===== src/rtl/adc_trig_pkg.sv =====
package adc_trig_pkg;

  localparam logic [3:0] MODE_ADC_TRIG = 4'b1011;

  typedef enum logic [1:0] {
    REG_CMP  = 2'd0,
    REG_CTRL = 2'd1,
    REG_GO   = 2'd2,
    REG_IRQ  = 2'd3
  } reg_addr_e;

  typedef enum logic [1:0] {
    SEQ_IDLE = 2'd0,
    SEQ_ACQ  = 2'd1,
    SEQ_CONV = 2'd2
  } seq_state_e;

  // Conversion-clock periods of acquisition for each selector value.
  function automatic int unsigned acq_periods(input logic [2:0] sel);
    int unsigned s;
    s = int'(sel);
    if (s <= 4) return 2 * s;
    return 4 * s - 8;
  endfunction

endpackage


===== src/rtl/adc_trig_timer.sv =====
module adc_trig_timer #(
  parameter int TMR_W = 16
) (
  input  logic             clk,
  input  logic             rst,
  input  logic             trig_mode,
  input  logic [TMR_W-1:0] cmp_val,
  output logic [TMR_W-1:0] cnt_q,
  output logic             trig_q
);

  logic hit;
  assign hit = trig_mode && (cnt_q == cmp_val);

  always_ff @(posedge clk) begin
    if (rst) begin
      cnt_q  <= '0;
      trig_q <= 1'b0;
    end else begin
      trig_q <= hit;
      cnt_q  <= hit ? '0 : cnt_q + 1'b1;
    end
  end

endmodule


===== src/rtl/adc_trig_seq.sv =====
module adc_trig_seq
  import adc_trig_pkg::*;
#(
  parameter int TAD_DIV = 2,
  localparam int ACQ_MAX = 20 * TAD_DIV,
  localparam int CNT_W = $clog2(ACQ_MAX + 1)
) (
  input  logic       clk,
  input  logic       rst,
  input  logic       trig,
  input  logic       sw_go,
  input  logic       adc_en,
  input  logic [2:0] acq_sel,
  input  logic       irq_wr,
  input  logic       irq_wr_val,
  input  logic       conv_done,
  output logic       go_q,
  output logic       conv_start_q,
  output logic       irq_q
);

  seq_state_e       state_q;
  logic [CNT_W-1:0] acq_cnt_q;
  logic [CNT_W-1:0] acq_len;
  logic             start;
  logic             finish;

  assign acq_len = CNT_W'(acq_periods(acq_sel) * TAD_DIV);
  assign start   = (trig || sw_go) && adc_en && (state_q == SEQ_IDLE);
  assign finish  = (state_q == SEQ_CONV) && conv_done;

  always_ff @(posedge clk) begin
    if (rst) begin
      state_q      <= SEQ_IDLE;
      acq_cnt_q    <= '0;
      go_q         <= 1'b0;
      conv_start_q <= 1'b0;
    end else begin
      conv_start_q <= 1'b0;
      case (state_q)
        SEQ_IDLE: begin
          if (start) begin
            go_q <= 1'b1;
            if (acq_len == '0) begin
              state_q      <= SEQ_CONV;
              conv_start_q <= 1'b1;
            end else begin
              state_q   <= SEQ_ACQ;
              acq_cnt_q <= acq_len - 1'b1;
            end
          end
        end
        SEQ_ACQ: begin
          if (acq_cnt_q == '0) begin
            state_q      <= SEQ_CONV;
            conv_start_q <= 1'b1;
          end else begin
            acq_cnt_q <= acq_cnt_q - 1'b1;
          end
        end
        SEQ_CONV: begin
          if (finish) begin
            state_q <= SEQ_IDLE;
            go_q    <= 1'b0;
          end
        end
        default: state_q <= SEQ_IDLE;
      endcase
    end
  end

  always_ff @(posedge clk) begin
    if (rst) irq_q <= 1'b0;
    else if (finish) irq_q <= 1'b1;
    else if (irq_wr && !irq_wr_val) irq_q <= 1'b0;
  end

endmodule


===== src/rtl/adc_conv_stub.sv =====
module adc_conv_stub #(
  parameter int CONV_LAT = 8,
  localparam int LAT_W = $clog2(CONV_LAT + 1)
) (
  input  logic clk,
  input  logic rst,
  input  logic start,
  output logic done_q
);

  logic             busy_q;
  logic [LAT_W-1:0] cnt_q;

  always_ff @(posedge clk) begin
    if (rst) begin
      busy_q <= 1'b0;
      cnt_q  <= '0;
      done_q <= 1'b0;
    end else begin
      done_q <= 1'b0;
      if (start) begin
        busy_q <= 1'b1;
        cnt_q  <= LAT_W'(CONV_LAT - 1);
      end else if (busy_q) begin
        if (cnt_q == '0) begin
          busy_q <= 1'b0;
          done_q <= 1'b1;
        end else begin
          cnt_q <= cnt_q - 1'b1;
        end
      end
    end
  end

endmodule


===== src/rtl/adc_trig_ctrl.sv =====
module adc_trig_ctrl
  import adc_trig_pkg::*;
#(
  parameter int TMR_W    = 16,
  parameter int TAD_DIV  = 2,
  parameter int CONV_LAT = 8
) (
  input  logic             clk,
  input  logic             rst,
  input  logic             wr_en,
  input  logic [1:0]       wr_addr,
  input  logic [TMR_W-1:0] wr_data,
  output logic [TMR_W-1:0] timer_val,
  output logic             trig_evt,
  output logic             go_busy,
  output logic             conv_start,
  output logic             conv_done,
  output logic             adc_irq
);

  logic [TMR_W-1:0] cmp_q;
  logic [3:0]       mode_q;
  logic             adc_en_q;
  logic [2:0]       acq_sel_q;
  logic             sw_go;
  logic             irq_wr;

  always_ff @(posedge clk) begin
    if (rst) begin
      cmp_q     <= '0;
      mode_q    <= '0;
      adc_en_q  <= 1'b0;
      acq_sel_q <= '0;
    end else if (wr_en) begin
      if (wr_addr == REG_CMP) cmp_q <= wr_data;
      if (wr_addr == REG_CTRL) begin
        mode_q    <= wr_data[3:0];
        adc_en_q  <= wr_data[4];
        acq_sel_q <= wr_data[7:5];
      end
    end
  end

  assign sw_go  = wr_en && (wr_addr == REG_GO) && wr_data[0];
  assign irq_wr = wr_en && (wr_addr == REG_IRQ);

  adc_trig_timer #(.TMR_W(TMR_W)) u_timer (
    .clk       (clk),
    .rst       (rst),
    .trig_mode (mode_q == MODE_ADC_TRIG),
    .cmp_val   (cmp_q),
    .cnt_q     (timer_val),
    .trig_q    (trig_evt)
  );

  adc_trig_seq #(.TAD_DIV(TAD_DIV)) u_seq (
    .clk          (clk),
    .rst          (rst),
    .trig         (trig_evt),
    .sw_go        (sw_go),
    .adc_en       (adc_en_q),
    .acq_sel      (acq_sel_q),
    .irq_wr       (irq_wr),
    .irq_wr_val   (wr_data[0]),
    .conv_done    (conv_done),
    .go_q         (go_busy),
    .conv_start_q (conv_start),
    .irq_q        (adc_irq)
  );

  adc_conv_stub #(.CONV_LAT(CONV_LAT)) u_conv (
    .clk    (clk),
    .rst    (rst),
    .start  (conv_start),
    .done_q (conv_done)
  );

endmodule


===== config.mk =====
export PLATFORM = sky130hd
export DESIGN_NAME = adc_trig_ctrl
export DESIGN_NICKNAME = d
export VERILOG_FILES = /design/src/rtl/adc_trig_pkg.sv /design/src/rtl/adc_trig_timer.sv /design/src/rtl/adc_trig_seq.sv /design/src/rtl/adc_conv_stub.sv /design/src/rtl/adc_trig_ctrl.sv
export SDC_FILE = /design/constraint.sdc
export NUM_CORES = 1
export LEC_CHECK = 0
export BUFFER_PORTS_ARGS = -buffer_cell sky130_fd_sc_hd__buf_2
export CORE_MARGIN = 1
export CORE_UTILIZATION = 55
export CTS_BUF_LIST = sky130_fd_sc_hd__clkbuf_16
export DETAILED_ROUTE_END_ITERATION = 10
export PLACE_DENSITY = 0.89
export SYNTH_ARGS = -nofsm -noshare
export SYNTH_HDL_FRONTEND = slang
export SYNTH_HIERARCHICAL = 1
export SYNTH_SLANG_ARGS = --single-unit

===== constraint.sdc =====
create_clock -name clk -period 3 [get_ports clk]
set_input_delay 0.3 -clock clk [delete_from_list [all_inputs] [get_ports clk]]
set_output_delay 0.3 -clock clk [all_outputs]
set_load 0.03 [all_outputs]

==> results of run 1 <==
-- critical path, delay by kind of cell (launching register included) --
kind	cells	cell delay [ns]
compound gates	1	0.85
xor+xnor	1	0.12
flops	1	0.47
simple gates	3	0.57
-- kinds of logic after synthesis --
family | count (synthesis) | share of synthesized area, %
buf+inv | 22 | 3.979
fa+ha+maj | 4 | 1.749
xor+xnor | 30 | 9.183
flops | 58 | 40.58
compound gates | 30 | 7.521
simple gates | 144 | 27.90
mux | 26 | 9.095
-- worst max-delay path by stage --
stage                                       end  slack [ns]  depth (start not counted)                        start
finish              u_timer/cnt_q[2]$_SDFF_PP0_        0.84                          5  u_timer/cnt_q[2]$_SDFF_PP0_
global route        u_timer/cnt_q[2]$_SDFF_PP0_        0.64                          5  u_timer/cnt_q[4]$_SDFF_PP0_
CTS                 u_timer/cnt_q[2]$_SDFF_PP0_        0.88                          5  u_timer/cnt_q[2]$_SDFF_PP0_
detailed placement  u_timer/cnt_q[8]$_SDFF_PP0_        0.89                          5  u_timer/cnt_q[2]$_SDFF_PP0_
global placement    u_timer/cnt_q[6]$_SDFF_PP0_        1.01                          5  u_timer/cnt_q[4]$_SDFF_PP0_
floorplan           u_timer/cnt_q[1]$_SDFF_PP0_        1.11                          5  u_timer/cnt_q[4]$_SDFF_PP0_
-- state kept, by name, summed over array words and instances (netlist names) --
signal	flops
mode_q	4
u_seq/acq_cnt_q	6
cmp_q	16
u_conv/cnt_q	4
u_timer/cnt_q	16
u_seq/go_q	1
u_seq/irq_q	1
acq_sel_q	3
u_seq/conv_start_q	1
adc_en_q	1
u_seq/state_q	2
u_timer/trig_q	1
u_conv/busy_q	1
u_conv/done_q	1
-- area by class of cell --
type	instances	area (sq um)	share of cell area (%)
clock buffers	9	225.2	6.642
clock inverters	7	83.83	2.472
inverters	10	37.54	1.107
flip-flops and latches	58	1161	34.24
repair buffers	42	212.7	6.273
well taps	67	83.83	2.472
multi-input cells	234	1587	46.79
-- per-layer routing --
layer	GRT usage, %	up-vias	wire length (microns)
met1	27.27	1054	2691
met3	5.827	11	287
met4	12.82	0	93
met2	39.19	63	2844
li1	-	1149	-
met5	0	-	0
-- layout by cell type (no fill, tap or decap), types with 3 or more instances in the layout --
master	n
a21oi_1	10
a31oi_1	3
and3_1	6
buf_2	41
clkbuf_16	9
clkinv_1	3
dfxtp_1	58
ha_1	4
inv_1	10
mux2i_1	26
nand2_1	15
nand2b_1	44
nand3_1	9
nor2_1	35
nor3_1	8
nor4_1	4
o21ai_0	5
or3_1	4
xnor2_1	15
xor2_1	15
-- power breakdown --
| group | switching, W | internal (W) |
|---|---|---|
| clock | 0.000347 | 0.000715 |
| sequential | 0.0000144 | 0.000787 |
| combinational | 0.0000663 | 0.0000546 |
-- stage by stage --
stage	setup WS [ns]	area, sq um	instances
floorplan	1.113	2861	314
global placement	1.012	3082	411
detailed placement	0.8946	3082	411
CTS	0.8840	3391	427
global route	0.6402	3391	427
finish	0.8379	3391	427
==> summary.txt, run 1 <==
CTS root buffer: clkbuf_16
Mapped Area: 0.002861 sq mm
Synth top cells by count: dfxtp_1, nand2b_1, nor2_1
Global placer's final weighted congestion: 0.8528
DIE HEIGHT: 74.13 microns
Synth area leaders: dfxtp_1, nand2b_1, mux2i_1
Diode count: 0
Hold-fix buffer count after cts: 0
R2r setup slk: 0.84 ns
Number of synthesized flops with an enable pin: 0
Cell count of the worst hold path: 3
Clock slew at reported path FFs: 0.05 ns
Vias per inst: 5.333
Full die area: 0.005495 sq mm
Peak fanout along the critical path: 15
CP arrival: 2.33 ns
Post-cts sizing count: 0
Fmax: 462.5 MHz
Synth warn: 6
Max cap viols: 0
Pre-antenna DRT Iters: 4
Avg WL per Cell: 13.85 microns
Post-synthesis sequential area ratio: 40.58%
Synthesized flop and latch total: 58
Hold/Removal Path Class: input port to flip-flop
Final #Nets: 380
Share of layout cells above drive strength 1: 16.67%
Fill cells: 377
Antenna violations before repair: 0
Detailed placement HPWL: 4100 microns
Global-route wire length before repair: 9666 microns
Pleak: 1.433 nW
RSZ-0062 raised after global routing: no
Overflow after GRT: 0
Setup Skew: 0.005890 ns
H-tree depth: 3
Mapped Cells: 314
Async SR Flop Fraction: 0%
Synth top area share: 40.58%
Critical R2R Capture: u_timer/cnt_q[2]$_SDFF_PP0_
Cell variety after synth: 45
Total GRT Usage: 23.34%
Final Hold Fails: 0
Power Total: 0.001984 W
Min cycle time layout: 2.162 ns
Post-route DRC: 0
Worst reg2reg startpoint: u_timer/cnt_q[2]$_SDFF_PP0_
Area grow syn2layout: 18.50%
Max_slew headroom: 37.19%
Setup tns final: 0 ns
Clock tree buffer depth: 2
Final max-slew violation count: 0
Vias: 2277
Mapped Nets: 339
WP data required: 3.17 ns
Layout Utilization: 69.94%
CTS tree: done
Hold slack final: 0.2411 ns
I/O pin cnt: 42
CP peak stage delay: 0.85 ns
Core Region: 0.004848 sq mm
Sink Count: 58
Run status: finished, final reports clean
Largest net degree at the start of global routing: 34
Yosys top cell by area: dfxtp_1
CP Class: flip-flop to flip-flop
Syn Area/Cell: 9.113 sq um
Reg2Reg Depth: 5
Routed WL: 5916 microns
Critical path endpoint category: flip-flop
Die W: 74.13 microns
PortBufs: 41
CTS Buf Count: 9
Peak VDD IR: 0.0003285 V
Initial Utilization: 59.02%
Part of the cycle the worst path needs: 72.07%
Hold path start: wr_data[8]
1st-iter DRT viols: 78
Critical path's slowest cell: o41ai_4
Post-CTS setup buffer count: 0
Worst slew pin tran: 0.9412 ns
Number of routed nets with antenna violations: 0
Top-count cell post-synth: dfxtp_1
Pwr dens: 585.3 mW/mm^2
Final-report setup violation count: 0
WHS Endpoint: cmp_q[8]$_SDFFE_PP0P_
Vias in the first global route: 2226
Worst-Skew Late Latency: 0.32 ns
Most used DFF post-synth: dfxtp_1
Site row count: 25
Critical-path cell list: xor2_1 > nor4_1 > nand2_1 > o41ai_4 > nor2_1
CP Launch Type: flip-flop
Note: power is estimated with default switching activity, not from simulation.
==> inputs of run 2 (changes only) <==
--- a/config.mk
+++ b/config.mk
@@ -7,10 +7,10 @@
 export LEC_CHECK = 0
 export BUFFER_PORTS_ARGS = -buffer_cell sky130_fd_sc_hd__buf_2
 export CORE_MARGIN = 1
-export CORE_UTILIZATION = 55
+export CORE_UTILIZATION = 51
 export CTS_BUF_LIST = sky130_fd_sc_hd__clkbuf_16
 export DETAILED_ROUTE_END_ITERATION = 10
-export PLACE_DENSITY = 0.89
+export PLACE_DENSITY = 0.87
 export SYNTH_ARGS = -nofsm -noshare
 export SYNTH_HDL_FRONTEND = slang
 export SYNTH_HIERARCHICAL = 1
==> constraint.sdc (replaced) <==
create_clock -name clk -period 1.95 [get_ports clk]
set_input_delay 0.195 -clock clk [delete_from_list [all_inputs] [get_ports clk]]
set_output_delay 0.195 -clock clk [all_outputs]
set_load 0.03 [all_outputs]
==> summary.txt, run 2 (synthesis gave the netlist of run 1 again) <==
Cell count of the worst hold path: 3 (unchanged)
H-tree depth: 3 (unchanged)
Run status: finished, final reports clean
R2r setup slk: 0.05 ns (-0.79 ns)
Critical R2R Capture: u_seq/acq_cnt_q[2]$_SDFFE_PP0P_
Hold path start: wr_data[15]
Power Total: 0.003091 W (+56%)
Vias in the first global route: 2246 (+0.90%)
Reg2Reg Depth: 7 (+2)
CTS tree: done
Fill cells: 416 (+10%)
Overflow after GRT: 0 (unchanged)
Pre-antenna DRT Iters: 4 (unchanged)
Post-route DRC: 0 (unchanged)
Detailed placement HPWL: 4081 microns (-0.46%)
WP data required: 2.16 ns (-1.01 ns)
Largest net degree at the start of global routing: 28 (-18%)
Vias: 2353 (+3.3%)
I/O pin cnt: 42 (unchanged)
Share of layout cells above drive strength 1: 22.16% (+5.5 points)
Area grow syn2layout: 23.39%
Worst slew pin tran: 0.4254 ns (-0.5158 ns)
Avg WL per Cell: 13.92 microns (+0.49%)
CP Class: flip-flop to flip-flop
Hold-fix buffer count after cts: 0 (unchanged)
Routed WL: 6126 microns (+3.5%)
WHS Endpoint: cmp_q[15]$_SDFFE_PP0P_
Worst reg2reg startpoint: u_seq/acq_cnt_q[0]$_SDFFE_PP0P_
Clock tree buffer depth: 2 (unchanged)
Setup Skew: 0.004112 ns (-0.001778 ns)
Die W: 76.91 microns (+3.7%)
PortBufs: 41 (unchanged)
CP arrival: 2.11 ns (-0.22 ns)
Hold/Removal Path Class: input port to flip-flop
Layout Utilization: 67.00% (-2.9 points)
Part of the cycle the worst path needs: 97.68% (+26 points)
Diode count: 0 (unchanged)
CTS Buf Count: 9 (unchanged)
Vias per inst: 5.348 (+0.28%)
1st-iter DRT viols: 90 (+15%)
Pleak: 1.496 nW (+4.4%)
Clock slew at reported path FFs: 0.05 ns (about the same)
Total GRT Usage: 21.94% (-1.4 points)
Number of routed nets with antenna violations: 0 (unchanged)
Max cap viols: 0 (unchanged)
Hold slack final: 0.1284 ns (-0.1128 ns)
Final worst slack: 0.04523 ns (-0.7927 ns)
Global-route wire length before repair: 10200 microns (+5.5%)
Worst slack at placement: 0.004686 ns (-0.8899 ns)
Initial Utilization: 54.30% (-4.7 points)
Final max-slew violation count: 0 (unchanged)
Final #Nets: 390 (+2.6%)
Worst-Skew Late Latency: 0.32 ns (about the same)
Final Hold Fails: 0 (unchanged)
Peak fanout along the critical path: 7 (-8)
Antenna violations before repair: 0 (unchanged)
Final-report setup violation count: 0 (unchanged)
Full die area: 0.005914 sq mm (+7.6%)
Pwr dens: 875.3 mW/mm^2 (+50%)
Sink Count: 58 (unchanged)
Fmax: 525.0 MHz (+14%)
Core Region: 0.005270 sq mm (+8.7%)
Commonest non-fill, non-tap cell in the layout: dfxtp_1
Peak VDD IR: 0.0004989 V (+52%)
Max_slew headroom: 71.56% (+34 points)
CP Launch Type: flip-flop
Largest regs: cmp_q: 16 flops, u_timer/cnt_q: 16 flops, u_seq/acq_cnt_q: 6 flops
DIE HEIGHT: 76.91 microns (+3.7%)
Global placer's final weighted congestion: 0.8390 (-1.6%)
Site row count: 26 (+4.0%)
Critical path endpoint category: flip-flop
Commonest non-fill, non-tap cells in the layout: dfxtp_1, nand2b_1, buf_2
CTS root buffer: clkbuf_16
Min cycle time layout: 1.905 ns (-0.2573 ns)
[run 2: changes by cell type in the layout (fill, tap and decap cells not counted), sizes merged]
cell / before / now
clkinv: 4 / 3
buf: 42 / 52
clkinvlp: 1 / 2
[run 2: power by group]
| group | switching (W) | internal, W |
|---|---|---|
| sequential | 0.0000209 | 0.00121 |
| combinational | 0.000106 | 0.0000904 |
| clock | 0.000550 | 0.00111 |
| total | 0.000677 | 0.00241 |
[run 2: how the worst max path moves through the flow]
stage | start | end | slack, ns | cells after the start
final | u_seq/acq_cnt_q[0]$_SDFFE_PP0P_ | u_seq/acq_cnt_q[2]$_SDFFE_PP0P_ | 0.05 | 7
after global routing | u_seq/acq_cnt_q[1]$_SDFFE_PP0P_ | u_seq/acq_cnt_q[5]$_SDFFE_PP0P_ | -0.02 | 7
after CTS | u_seq/acq_cnt_q[0]$_SDFFE_PP0P_ | u_seq/acq_cnt_q[1]$_SDFFE_PP0P_ | 0.03 | 6
after detailed placement | u_seq/acq_cnt_q[0]$_SDFFE_PP0P_ | u_seq/acq_cnt_q[1]$_SDFFE_PP0P_ | 0.005 | 6
after global placement | u_seq/acq_cnt_q[0]$_SDFFE_PP0P_ | u_seq/acq_cnt_q[1]$_SDFFE_PP0P_ | 0.05 | 6
after floorplan | u_timer/cnt_q[4]$_SDFF_PP0_ | u_timer/cnt_q[1]$_SDFF_PP0_ | 0.06 | 5
[run 2: layout make-up]
cell class              count  area, sq um  share of cell area (%)
well taps                  70        87.58                   2.481
multi-input cells         234         1637                   46.35
clock inverters             7        93.84                   2.658
clock buffers               9        225.2                   6.378
flip-flops and latches     58         1162                   32.92
repair buffers             52        287.8                   8.150
inverters                  10        37.54                   1.063
[run 2: critical path, stage by stage (launching register included)]
cell and delay [ns]:
dfxtp_1 0.33, inv_1 0.07, ha_2 0.19, or4b_4 0.48
o21a_4 0.24, or2_4 0.30, o211ai_1 0.10, a21oi_1 0.08
[run 2: through the flow]
step	cells	cell area, sq um	TNS, ns
after floorplan	314	2861	0
after global placement	423	3153	0
after detailed placement	423	3153	0
after CTS	439	3481	0
after global routing	440	3531	-0.03491
final	440	3531	0
[run 2: timing repair]
item,in CTS,in global routing
resized for setup,2,10
pin swaps,0,3
endpoints found under the setup margin,3,6
setup buffers,0,1
gates cloned,0,0
[run 2: layer usage]
metal | vias up | track usage, % | wire, microns
met5 | - | 0 | 0
met4 | 0 | 12.50 | 171
met3 | 19 | 4.286 | 321
met2 | 86 | 34.46 | 2819
met1 | 1080 | 27.90 | 2813
li1 | 1168 | - | -
==> inputs of run 3 (changes only) <==
--- a/config.mk
+++ b/config.mk
@@ -7,10 +7,10 @@
 export LEC_CHECK = 0
 export BUFFER_PORTS_ARGS = -buffer_cell sky130_fd_sc_hd__buf_2
 export CORE_MARGIN = 1
-export CORE_UTILIZATION = 51
+export CORE_UTILIZATION = 40
 export CTS_BUF_LIST = sky130_fd_sc_hd__clkbuf_16
 export DETAILED_ROUTE_END_ITERATION = 10
-export PLACE_DENSITY = 0.87
+export PLACE_DENSITY = 0.71
 export SYNTH_ARGS = -nofsm -noshare
 export SYNTH_HDL_FRONTEND = slang
 export SYNTH_HIERARCHICAL = 1
==> constraint.sdc (replaced) <==
create_clock -name clk -period 2.1 [get_ports clk]
set_input_delay 0.21 -clock clk [delete_from_list [all_inputs] [get_ports clk]]
set_output_delay 0.21 -clock clk [all_outputs]
set_load 0.03 [all_outputs]
==> summary.txt, run 3 (synthesis gave the netlist of run 1 again) <==
H-tree depth: 3 (unchanged)
Clock slew at reported path FFs: 0.05 ns (about the same)
Post-route DRC: 0 (unchanged)
Vias per inst: 4.831 (-9.7%)
Full die area: 0.007496 sq mm (+27%)
Pleak: 1.441 nW (-3.7%)
Pre-antenna DRT Iters: 4 (unchanged)
Worst reg2reg startpoint: acq_sel_q[2]$_SDFFE_PP0P_
Fill cells: 660 (+59%)
CTS Buf Count: 9 (unchanged)
Fmax: 518.8 MHz (-1.2%)
CTS tree: done
Peak fanout along the critical path: 8 (+1)
Peak VDD IR: 0.0004664 V (-6.5%)
Commonest non-fill, non-tap cells in the layout: dfxtp_1, nand2b_1, buf_2
Crit. Startpoint: acq_sel_q[2]$_SDFFE_PP0P_
Final #Nets: 385 (-1.3%)
Commonest non-fill, non-tap cell in the layout: dfxtp_1
WP data required: 2.33 ns (+0.17 ns)
Routed WL: 5704 microns (-6.9%)
Worst slew pin tran: 0.4565 ns (+0.03109 ns)
CP arrival: 2.16 ns (+0.05 ns)
DIE HEIGHT: 86.58 microns (+13%)
Area grow syn2layout: 19.55%
PortBufs: 41 (unchanged)
Largest net degree at the start of global routing: 26 (-7.1%)
Max_slew headroom: 69.29% (-2.3 points)
Run status: finished, final reports clean
Post-cts sizing count: 0 (-2)
CP peak stage delay: 0.37 ns (-0.11 ns)
Max cap viols: 0 (unchanged)
Diode count: 0 (unchanged)
Overflow after GRT: 0 (unchanged)
Hold slack final: 0.1432 ns (+0.01486 ns)
CP Class: flip-flop to flip-flop
Die W: 86.58 microns (+13%)
Avg WL per Cell: 12.37 microns (-11%)
Cell count of the worst hold path: 3 (unchanged)
1st-iter DRT viols: 84 (-6.7%)
Critical path endpoint category: flip-flop
Largest regs: cmp_q: 16 flops, u_timer/cnt_q: 16 flops, u_seq/acq_cnt_q: 6 flops
Final max-slew violation count: 0 (unchanged)
Share of layout cells above drive strength 1: 18.36% (-3.8 points)
Final-report setup violation count: 0 (unchanged)
Initial Utilization: 41.66% (-13 points)
Critical path's slowest cell: dfxtp_1
Pwr dens: 756.0 mW/mm^2 (-14%)
Detailed placement HPWL: 4111 microns (+0.75%)
Part of the cycle the worst path needs: 91.79% (-5.9 points)
I/O pin cnt: 42 (unchanged)
CP Launch Type: flip-flop
Antenna violations before repair: 0 (unchanged)
Global placer's final weighted congestion: 0.8843 (+5.4%)
Setup tns final: 0 ns (unchanged)
Critical-path cell list: nand2b_1 > ha_1 > nor2b_1 > nor4_1 > or2_4 > nor2_1 > a311oi_2
R2r setup slk: 0.17 ns (+0.13 ns)
Multi-input gate area: 0.001589 sq mm (-2.9%)
Site row count: 30 (+15%)
Final Hold Fails: 0 (unchanged)
Vias in the first global route: 2130 (-5.2%)
CTS root buffer: clkbuf_16
Sink Count: 58 (unchanged)
Reg2Reg Depth: 7 (unchanged)
Min cycle time layout: 1.928 ns (+0.02277 ns)
Total GRT Usage: 17.28% (-4.7 points)
Vias: 2227 (-5.4%)
Hold path start: wr_data[10]
Global-route wire length before repair: 9811 microns (-3.8%)
Worst-Skew Late Latency: 0.32 ns (about the same)
Setup Skew: 0.007001 ns (+0.002889 ns)
Register area: 0.001161 sq mm (-0.11%)
Hold/Removal Path Class: input port to flip-flop
Power Total: 0.002586 W (-16%)
Hold-fix buffer count after cts: 0 (unchanged)
Post-CTS setup buffer count: 0 (unchanged)
Core Region: 0.006869 sq mm (+30%)
Clock tree buffer depth: 2 (unchanged)
Number of routed nets with antenna violations: 0 (unchanged)
-- run 3: cell types whose count changed in the layout (fill, tap and decap cells not counted), sizes merged --
cell,delta
clkinv,+1
inv,+1
bufinv,-2
buf,-5
-- run 3: area by class of cell --
cell class | count | area share, %
multi-input cells | 234 | 46.45
flip-flops and latches | 58 | 33.94
repair buffers | 47 | 7.315
clock buffers | 9 | 6.584
well taps | 96 | 3.511
clock inverters | 7 | 1.097
inverters | 10 | 1.097
-- run 3: stage by stage --
stage	cells	area (sq um)	setup slack (ns)	utilization [%]
final	461	3421	0.1725	49.80
after global routing	461	3421	-0.03897	49.80
after CTS	461	3418	0.1273	49.76
after detailed placement	445	3156	0.1557	45.94
after global placement	445	3156	0.1834	45.94
after floorplan	314	2861	0.2126	-
-- run 3: report_power, final --
group	internal, W	switching, W	leakage (nW)	total (W)
sequential	0.00112	0.0000197	0.469	0.00114
combinational	0.0000819	0.0000939	0.841	0.000176
clock	0.000780	0.000487	0.130	0.00127
-- run 3: worst paths after layout --
kind | end
worst min-delay path | cmp_q[10]$_SDFFE_PP0P_
worst max-delay path | u_seq/acq_cnt_q[1]$_SDFFE_PP0P_
worst max register to register | u_seq/acq_cnt_q[1]$_SDFFE_PP0P_
worst min register to register | mode_q[2]$_SDFFE_PP0P_
-- run 3: critical path, delay by kind of cell (launching register included) --
family,cells,cell delay (ns)
and+or+nand+nor,5,1.01
DFF,1,0.37
adders and majority gates,1,0.24
AOI/OAI and AO/OA,1,0.23
-- run 3: routing by layer --
metal,GRT usage (%),wire length [microns],vias to the layer above
met3,7.619,293,8
met4,6.667,87,0
met1,21.07,2740,1009
li1,-,-,1160
met2,26.84,2583,50
met5,0,0,-
